## src/rtl/f2s_pkg.sv

```systemverilog
`timescale 1ns/1ps
package f2s_pkg;
   typedef enum logic [1:0] {
      RM_NEAR_EVEN = 2'd0,
      RM_TO_ZERO   = 2'd1,
      RM_DOWN      = 2'd2,
      RM_UP        = 2'd3
   } rmode_e;

   typedef struct packed {
      logic invalid;
      logic overflow;
      logic underflow;
      logic inexact;
   } flags_t;
endpackage

```

## src/rtl/f2s_unpack.sv

```systemverilog
`timescale 1ns/1ps
// Stage one: field split, special-value decode, significand compression.
module f2s_unpack #(
   parameter int DEXP_W  = 11,
   parameter int DFRAC_W = 52,
   parameter int SEXP_W  = 8,
   parameter int SFRAC_W = 23,
   parameter int GRD_W   = 7
) (
   input  logic [DEXP_W+DFRAC_W:0]        in_word,
   output logic                           sign,
   output logic                           is_special,
   output logic [SEXP_W+SFRAC_W:0]        special_word,
   output logic                           is_snan,
   output logic signed [DEXP_W+1:0]       zexp,
   output logic [SFRAC_W+GRD_W+1:0]       zsig
);
   localparam int DW     = 1 + DEXP_W + DFRAC_W;
   localparam int SIG_W  = SFRAC_W + GRD_W + 2;
   localparam int KEEP_W = SIG_W - 2;
   localparam int SHIFT  = DFRAC_W - KEEP_W;
   localparam int ZE_W   = DEXP_W + 2;
   localparam int DBIAS  = (1 << (DEXP_W - 1)) - 1;
   localparam int SBIAS  = (1 << (SEXP_W - 1)) - 1;
   localparam int REBIAS = DBIAS - SBIAS + 1;

   logic [DEXP_W-1:0]  ex;
   logic [DFRAC_W-1:0] fr;
   logic [KEEP_W-1:0]  kept;
   logic               sticky;
   logic               fr_nz;

   assign sign  = in_word[DW-1];
   assign ex    = in_word[DW-2 -: DEXP_W];
   assign fr    = in_word[DFRAC_W-1:0];
   assign fr_nz = |fr;

   generate
      if (SHIFT > 0) begin : g_compress
         assign kept   = fr[DFRAC_W-1:SHIFT];
         assign sticky = |fr[SHIFT-1:0];
      end else begin : g_widen
         assign kept   = KEEP_W'(fr) << (KEEP_W - DFRAC_W);
         assign sticky = 1'b0;
      end
   endgenerate

   assign is_special = &ex;
   assign is_snan    = is_special & fr_nz & ~fr[DFRAC_W-1];

   always_comb begin
      if (fr_nz)
         special_word = {sign, {SEXP_W{1'b1}}, 1'b1, fr[DFRAC_W-2 -: SFRAC_W-1]};
      else
         special_word = {sign, {SEXP_W{1'b1}}, {SFRAC_W{1'b0}}};
   end

   assign zsig = {1'b0, |ex, kept[KEEP_W-1:1], kept[0] | sticky};
   assign zexp = ZE_W'({2'b00, ex}) - ZE_W'(REBIAS);
endmodule

```

## src/rtl/f2s_round.sv

```systemverilog
`timescale 1ns/1ps
// Stage two: rounding increment, overflow/tininess handling, packing.
module f2s_round
   import f2s_pkg::*;
#(
   parameter int SEXP_W  = 8,
   parameter int SFRAC_W = 23,
   parameter int GRD_W   = 7,
   parameter int ZE_W    = 13
) (
   input  logic                          sign,
   input  rmode_e                        mode,
   input  logic signed [ZE_W-1:0]        zexp,
   input  logic [SFRAC_W+GRD_W+1:0]      zsig,
   output logic [SEXP_W+SFRAC_W:0]       word,
   output logic                          ovf,
   output logic                          unf,
   output logic                          inx
);
   localparam int SIG_W = SFRAC_W + GRD_W + 2;
   localparam int SW    = 1 + SEXP_W + SFRAC_W;
   localparam int M_W   = SIG_W - GRD_W;
   localparam int OVF_E = (1 << SEXP_W) - 3;
   localparam logic [GRD_W-1:0] HALF = GRD_W'(1) << (GRD_W - 1);

   logic [GRD_W-1:0]  inc;
   logic              tiny;
   logic [ZE_W-1:0]   shamt;
   logic [SIG_W-1:0]  jsig;
   logic [SIG_W-1:0]  rsig;
   logic [SEXP_W-1:0] rexp;
   logic [SEXP_W-1:0] efin;
   logic [GRD_W-1:0]  rbits;
   logic [M_W-1:0]    m;
   logic              at_edge_carry;

   always_comb begin
      unique case (mode)
         RM_NEAR_EVEN: inc = HALF;
         RM_TO_ZERO:   inc = '0;
         RM_DOWN:      inc = sign ? {GRD_W{1'b1}} : '0;
         default:      inc = sign ? '0 : {GRD_W{1'b1}};
      endcase
   end

   assign at_edge_carry = (({1'b0, zsig} + (SIG_W+1)'(inc)) >= ((SIG_W+1)'(1) << (SIG_W - 1)));
   assign ovf  = (zexp > $signed(ZE_W'(OVF_E))) |
                 ((zexp == $signed(ZE_W'(OVF_E))) & at_edge_carry);
   assign tiny  = zexp[ZE_W-1];
   assign shamt = -zexp;

   always_comb begin
      if (shamt >= ZE_W'(SIG_W))
         jsig = {{(SIG_W-1){1'b0}}, |zsig};
      else
         jsig = (zsig >> shamt) |
                {{(SIG_W-1){1'b0}}, |(zsig & ~({SIG_W{1'b1}} << shamt))};
   end

   assign rsig  = tiny ? jsig : zsig;
   assign rexp  = tiny ? '0 : zexp[SEXP_W-1:0];
   assign rbits = rsig[GRD_W-1:0];

   always_comb begin
      m = M_W'(({1'b0, rsig} + (SIG_W+1)'(inc)) >> GRD_W);
      if ((mode == RM_NEAR_EVEN) && (rbits == HALF))
         m[0] = 1'b0;
      efin = (m == '0) ? '0 : rexp;
   end

   always_comb begin
      if (ovf) begin
         if (inc == '0)
            word = {sign, {(SEXP_W-1){1'b1}}, 1'b0, {SFRAC_W{1'b1}}};
         else
            word = {sign, {SEXP_W{1'b1}}, {SFRAC_W{1'b0}}};
         inx = 1'b1;
         unf = 1'b0;
      end else begin
         word = {sign, {(SW-1){1'b0}}} + {1'b0, efin, {SFRAC_W{1'b0}}} + SW'(m);
         inx  = (rbits != '0);
         unf  = tiny & (rbits != '0);
      end
   end
endmodule

```

## src/rtl/f64_to_f32_cvt.sv

```systemverilog
`timescale 1ns/1ps
module f64_to_f32_cvt
   import f2s_pkg::*;
#(
   parameter int DEXP_W  = 11,
   parameter int DFRAC_W = 52,
   parameter int SEXP_W  = 8,
   parameter int SFRAC_W = 23,
   parameter int GRD_W   = 7
) (
   input  logic                          clk,
   input  logic                          rst,
   input  logic                          in_vld,
   input  logic [DEXP_W+DFRAC_W:0]       in_dbl,
   input  logic [1:0]                    rnd_mode,
   output logic                          out_vld,
   output logic [SEXP_W+SFRAC_W:0]       out_flt,
   output logic [3:0]                    out_flags
);
   localparam int SW    = 1 + SEXP_W + SFRAC_W;
   localparam int SIG_W = SFRAC_W + GRD_W + 2;
   localparam int ZE_W  = DEXP_W + 2;

   initial begin
      assert (GRD_W >= 2) else $error("guard width too small");
      assert (DFRAC_W >= SFRAC_W + GRD_W) else $error("source fraction narrower than working significand");
      assert (DEXP_W > SEXP_W) else $error("source exponent must be wider");
   end

   // stage one combinational
   logic                   u_sign, u_special, u_snan;
   logic [SW-1:0]          u_spword;
   logic signed [ZE_W-1:0] u_zexp;
   logic [SIG_W-1:0]       u_zsig;

   f2s_unpack #(
      .DEXP_W(DEXP_W), .DFRAC_W(DFRAC_W), .SEXP_W(SEXP_W),
      .SFRAC_W(SFRAC_W), .GRD_W(GRD_W)
   ) i_unpack (
      .in_word(in_dbl), .sign(u_sign), .is_special(u_special),
      .special_word(u_spword), .is_snan(u_snan),
      .zexp(u_zexp), .zsig(u_zsig)
   );

   // stage one registers
   logic                   s1_vld, s1_sign, s1_special, s1_snan;
   logic [SW-1:0]          s1_spword;
   logic signed [ZE_W-1:0] s1_zexp;
   logic [SIG_W-1:0]       s1_zsig;
   rmode_e                 s1_mode;

   always_ff @(posedge clk) begin
      if (rst) begin
         s1_vld <= 1'b0;
      end else begin
         s1_vld <= in_vld;
      end
      s1_sign    <= u_sign;
      s1_special <= u_special;
      s1_snan    <= u_snan;
      s1_spword  <= u_spword;
      s1_zexp    <= u_zexp;
      s1_zsig    <= u_zsig;
      s1_mode    <= rmode_e'(rnd_mode);
   end

   // stage two combinational
   logic [SW-1:0] r_word;
   logic          r_ovf, r_unf, r_inx;
   flags_t        nxt_flags;
   logic [SW-1:0] nxt_word;

   f2s_round #(
      .SEXP_W(SEXP_W), .SFRAC_W(SFRAC_W), .GRD_W(GRD_W), .ZE_W(ZE_W)
   ) i_round (
      .sign(s1_sign), .mode(s1_mode), .zexp(s1_zexp), .zsig(s1_zsig),
      .word(r_word), .ovf(r_ovf), .unf(r_unf), .inx(r_inx)
   );

   always_comb begin
      if (s1_special) begin
         nxt_word  = s1_spword;
         nxt_flags = '{invalid: s1_snan, overflow: 1'b0, underflow: 1'b0, inexact: 1'b0};
      end else begin
         nxt_word  = r_word;
         nxt_flags = '{invalid: 1'b0, overflow: r_ovf, underflow: r_unf, inexact: r_inx};
      end
   end

   // stage two registers
   always_ff @(posedge clk) begin
      if (rst) begin
         out_vld <= 1'b0;
      end else begin
         out_vld <= s1_vld;
      end
      out_flt   <= nxt_word;
      out_flags <= nxt_flags;
   end
endmodule

```

## config.mk

```make
export PLATFORM = sky130hd
export DESIGN_NAME = f64_to_f32_cvt
export DESIGN_NICKNAME = d
export VERILOG_FILES = /design/src/rtl/f2s_pkg.sv /design/src/rtl/f2s_unpack.sv /design/src/rtl/f2s_round.sv /design/src/rtl/f64_to_f32_cvt.sv
export SDC_FILE = /design/constraint.sdc
export NUM_CORES = 1
export LEC_CHECK = 0
export CAP_MARGIN = 20
export CORE_UTILIZATION = 30
export CTS_BUF_LIST = sky130_fd_sc_hd__clkbuf_8
export CTS_CLUSTER_DIAMETER = 40
export DETAILED_ROUTE_END_ITERATION = 12
export HOLD_SLACK_MARGIN = 0.02
export PLACE_DENSITY_LB_ADDON = 0.15
export SLEW_MARGIN = 0
export SYNTH_ARGS = -nofsm -noshare
export SYNTH_HDL_FRONTEND = slang
export SYNTH_SLANG_ARGS = --single-unit
export TNS_END_PERCENT = 1
```

## constraint.sdc

```tcl
create_clock -name clk -period 13.9 [get_ports clk]
set_input_delay 2.78 -clock clk [delete_from_list [all_inputs] [get_ports clk]]
set_output_delay 2.78 -clock clk [all_outputs]
set_load 0.005 [all_outputs]
```

# Yosys cells after proc, flatten, opt, wreduce, memory -nomap -nowiden
# Cells that the tools add are included.
[word_totals]
register_bits = 119
out_inout_bits = 37
in_bits = 69
wordCells = 64
[op_classes]
magnitude_cmp = 3
n_reduce_logical = 12
shifts = 2
bitwise_logic = 10
muxes = 13
eq_ne = 4
add_sub_neg = 6
[op_table]
columns = ["operator", "n"]
rows = [
  ["32-bit two-way mux", 4],
  ["52-bit OR reduction", 1],
  ["33-bit by 32-bit greater-or-equal comparator with 1-bit output, second input constant", 1],
  ["31-bit by 7-bit adder with 32-bit output", 1],
  ["32-bit by 25-bit adder with 32-bit output", 1],
  ["32-bit by 31-bit adder with 32-bit output", 1],
  ["32-bit by 7-bit adder with 32-bit output", 1],
  ["31-bit by 32-bit bitwise AND with 32-bit output", 1],
  ["32-bit NOT", 1],
  ["32-bit by 1-bit bitwise OR with 32-bit output", 1],
  ["32-bit OR reduction", 1],
  ["32-bit by 13-bit left shift with 32-bit output, first input constant", 1],
  ["31-bit by 13-bit >> shifter with 32-bit output", 1],
  ["31-bit OR reduction", 1],
  ["25-bit logical NOT", 1],
  ["24-bit two-way mux", 1],
  ["23-bit two-way mux", 1],
  ["22-bit OR reduction", 1],
  ["7-bit case mux with 3 select lines", 1],
  ["8-bit two-way mux", 2],
  ["7-bit two-way mux", 2],
  ["13-bit by 9-bit equality test with 1-bit output, second input constant", 1],
  ["13-bit by 6-bit greater-or-equal comparator with 1-bit output, second input constant", 1],
  ["13-bit by 9-bit greater-than comparator with 1-bit output, second input constant", 1],
  ["16 further kinds", 21],
]

# Longest topological paths before layout
[logic_depth]
ltp_word = 17
depth_mapped = 38
ltp_nobuf = 28

# By module
# Synthesis repeated with hierarchy kept, for this count alone.
[unflattened]
cells_unflattened = 1091
area_unflattened_um2 = 9156.3
[modules_own_cells]
columns = ["module", "instances", "seq_area_each_um2", "area_each_um2", "cells_per_inst"]
rows = [
  ["f2s_round", 1, 0.0, 5418.9, 806],
  ["f64_to_f32_cvt", 1, 2402.3, 2960.3, 162],
  ["f2s_unpack", 1, 0.0, 777.0, 123],
]

# Worst setup path after synthesis
# OpenSTA, ideal clock, no wires.
[synth_timing]
kind = "register to register"
startpoint = "register s1_zexp[0]"
endpoint = "register out_flt[25]"
setup_time_ns = 0.119
stages_incl_launch_ff = 34
arrival_ns = 8.725
slack_ns = 5.056
n_path_buf = 9
synth_period_minus_slack_ns = 8.844
required_time_ns = 13.781
cell_sequence = "dfxtp_1 -> clkbuf_1 -> buf_4 -> buf_2 -> buf_4 -> buf_4 -> inv_1 -> ha_1 -> xor2_1 -> clkbuf_1 -> buf_2 -> clkbuf_1 -> mux4_2 -> mux4_2 -> and2_1 -> a221o_1 -> ha_1 -> and3_1 -> and3_1 -> o211ai_1 -> a211o_1 -> and2_1 -> clkbuf_1 -> or3_1 -> a22o_1 -> or4b_4 -> nor3_4 -> nor3_1 -> ha_1 -> fa_1 -> or3_1 -> or4b_1 -> nor3_1 -> nor3_1"
[synth_via]
elab_chain_cells = 17
elab_cells_between_ends = 25
classes_between = "add/sub (4); order compare (2); eq/ne (2); shift (2); mux (7); bitwise (5); reduce/logical (3)"
[synth_rtl]
columns = ["item", "line_no", "source"]
rows = [
  ["from (decl)", "f64_to_f32_cvt.sv:48", "logic signed [ZE_W-1:0] s1_zexp;"],
  ["from (signal assigned)", "f64_to_f32_cvt.sv:62", "s1_zexp <= u_zexp;"],
  ["parallel branches: the longest is 15 deep, another holds 32-bit by 7-bit adder with 32-bit output", "--", ""],
  ["32-bit two-way mux (*)", "f2s_round.sv:72", "if (ovf) begin"],
  ["32-bit two-way mux (*)", "f64_to_f32_cvt.sv:81", "if (s1_special) begin"],
  ["to (signal assigned)", "f64_to_f32_cvt.sv:97", "out_flt <= nxt_word;"],
  ["to (decl)", "f64_to_f32_cvt.sv:17", "output logic [SEXP_W+SFRAC_W:0] out_flt,"],
]
# Every way passes the cells marked *.
# A chain may end at the register's enable or synchronous reset.

# Final worst setup path
# Ends and elaborated chain as after synthesis.

==> reports/metrics.yaml <==
status: "finished clean"
cts_setup_buffers: 0
cp.buffers_inverters: 4
synth_ff_type: "dfxtp_1"
cts_buffer_depth: 2
gp_congestion: 0.960
grt_usage: 0.233
synth-seq-area-share: 0.285
post_cts_resized: 0
max_slew_margin: 0.280
first_pass_iters: 7
grt-ovfl-total: 0
layout-drive-gt1-share: 0.0930
hold_class: "reg -> reg"
power_mw: 0.872
crit_fanout: 52
drc: 0
hold_viol: 0
power_density_mw_per_mm2: 95.8
netlist_area_sq_mm: 0.00767
drv_cap: 0
setup_violations: 0
tightest_slew_ns: 1.07
tns_ns: 0
area_growth_pct: 18.7
synth_cells: 916
critPathLaunchType: "flip-flop"
peakVddDrop_uv: 58.0
wl_met2_um: 13400
highest_layer: "met4"
portBuffers: 105
start_util: 0.305
register_area_sq_mm: 0.00218
vias_per_cell: 5.92
tritoncts: "built"
numClockSinks: 109
num_vias: 7689
wl_um: 30700
cp_data_arrival_time_ns: 9.80
clock_latency_ns: 0.41
met3_wirelength_um: 2720
die_h_um: 162
worst-setup-path-type: "reg -> reg"
holdWs_ns: 0.434
num_antenna_cells: 0
postRouteAntennaNets: 0
drt-initial-drc-count: 868
syn_nets: 1006
cts_buffers: 9
clk_pin_slew_ns: 0.12
fin_skew_ns: 0.0174
num_io_pins: 106
grt_pass1_wl_um: 45700
reg2reg_slack_ns: 4.40
nets: 1053
worst_ep_required_time_ns: 14.20
fp.coreArea_sq_mm: 0.0251
synth_top_cell_area_share: 0.285
clockRootBuffer: "clkbuf_8"
finalWorstSetupSlack_ns: 4.40
wl_per_cell_um: 23.7
pre_cts_ws_ns: 4.54
crit_family: "simple AND/OR/NAND/NOR gates"
htreeDepth: 3
num_rows: 58
dp_hpwl_um: 22600
grt_pass1_vias: 7358
synth_edf_count: 0
postCtsHoldBufs: 0
fmax_ghz: 0.105
crit_path_top_delay_cell: "inv_1"
endpoint_kind: "flip-flop"
die_area_sq_mm: 0.0262
slew_viol_final: 0
leakagePower_nw: 3.29
yosys.area.top_type: "dfxtp_1"
ys_seq_elements: 109
nFillCells: 2659
multiInputGateArea_sq_mm: 0.00509
wl_met1_um: 13700
synth_cell_types: 83
period_share: 0.684
yosys-top-cells-area: "dfxtp_1, mux4_2, mux2i_1, nand2_1, a21oi_1"
rsz0062_at_grt: "false"
critPathMaxStageDelay_ns: 0.78
yosysWarnings: 0
async_flop_share: 0
avgSynthCellArea_sq_um: 8.37
die_x_um: 162
antenna_found_initial: 1
period_needed_ns: 9.50
grt_max_degree: 57
-- layout make-up --
type                            count  area share
Clock buffer                        9      0.0136
Clock inverter                      7      0.0111
Inverter                           14     0.00577
Multi-Input combinational cell    712       0.559
Sequential cell                   109       0.240
Tap cell                          330      0.0453
Timing Repair Buffer              117       0.125
-- power by group --
group          total [mW]  internal [mW]  switching, mW
clock               0.213         0.0756          0.137
combinational       0.292          0.127          0.165
sequential          0.367          0.337         0.0297
total               0.872          0.540          0.332
-- metrics by stage --
stage / utilization / instances / instance area, sq um
floorplan: - / 916 / 7670
global placement: 0.354 / 1282 / 8880
detailed placement: 0.354 / 1282 / 8880
CTS: 0.363 / 1298 / 9110
global route: 0.363 / 1298 / 9110
finish: 0.363 / 1298 / 9110
-- layer usage --
layer / global-route usage / vias to the layer above
met3: 0.0529 / 61
met2: 0.356 / 402
met1: 0.321 / 3675
li1: - / 3551
met4: 0.0819 / 0
met5: 0 / -
-- final timing paths --
| kind | startpoint | to | depth (start not counted) |
|---|---|---|---|
| max | s1_zexp[0] | out_flt[25] | 27 |
| max reg2reg | s1_zexp[0] | out_flt[25] | 27 |
| min | s1_spword[3] | out_flt[3] | 2 |
| min reg2reg | s1_spword[3] | out_flt[3] | 2 |
-- cells in the final DEF, fill, tap and decap left out, types with 20 or more instances in the layout --
master	count
a21oi_1	52
clkdlybuf4s50_1	105
dfxtp_1	107
ha_1	20
mux2i_1	44
mux4_2	20
nand2_1	83
nand3_1	29
nand4_1	22
nor2_1	54
nor3_1	36
nor4_1	29
o21ai_0	52
o31ai_1	21
-- sequential cells by signal, summed over array words and instances, names as in the netlist --
| signal | flops |
|---|---|
| s1_spword | 24 |
| out_flt | 32 |
| s1_zexp | 12 |
| s1_vld | 1 |
| s1_special | 1 |
| s1_mode | 2 |
| s1_zsig | 31 |
| s1_snan | 1 |
| out_vld | 1 |
| out_flags | 4 |
-- tightest hold or removal path, delay by kind of cell, from the launching register on --
kind | cells | cell delay [ns]
flops | 1 | 0.32
compound gates | 1 | 0.05
simple gates | 1 | 0.04
-- cell families (layout without fill, tap and decap cells) --
group | Yosys count | count (layout) | share of synthesized area
buf+inv | 95 | 147 | 0.0534
fa+ha+maj | 23 | 23 | 0.0379
flops | 109 | 109 | 0.285
xor+xnor | 34 | 34 | 0.0388
compound gates | 237 | 237 | 0.214
mux | 79 | 79 | 0.138
simple gates | 339 | 339 | 0.234
-- synthesized netlist by cell type (5+ instances only) --
library cell and number:
xnor2_1 18, buf_2 6, inv_1 13, mux2_2 15, nand4_1 22, or3_1 13
a21o_1 11, o2111ai_1 5, mux4_2 20, or4_1 7, a221o_1 5, a211oi_1 5
a41oi_1 5, xor2_1 16, a31oi_1 10, dfxtp_1 109, nor4_1 29, clkbuf_1 59
o2bb2ai_1 6, o31ai_1 22, a22oi_1 6, ha_1 20, nor2_1 54, mux2i_1 44
nand3_1 29, and3_1 9, o21a_1 7, o21ai_0 52, nor2b_1 14, o211ai_1 5
and2_1 11, nor3_1 36, nand2_1 83, a21oi_1 52, buf_1 8
(Power assumes the default switching activity.)
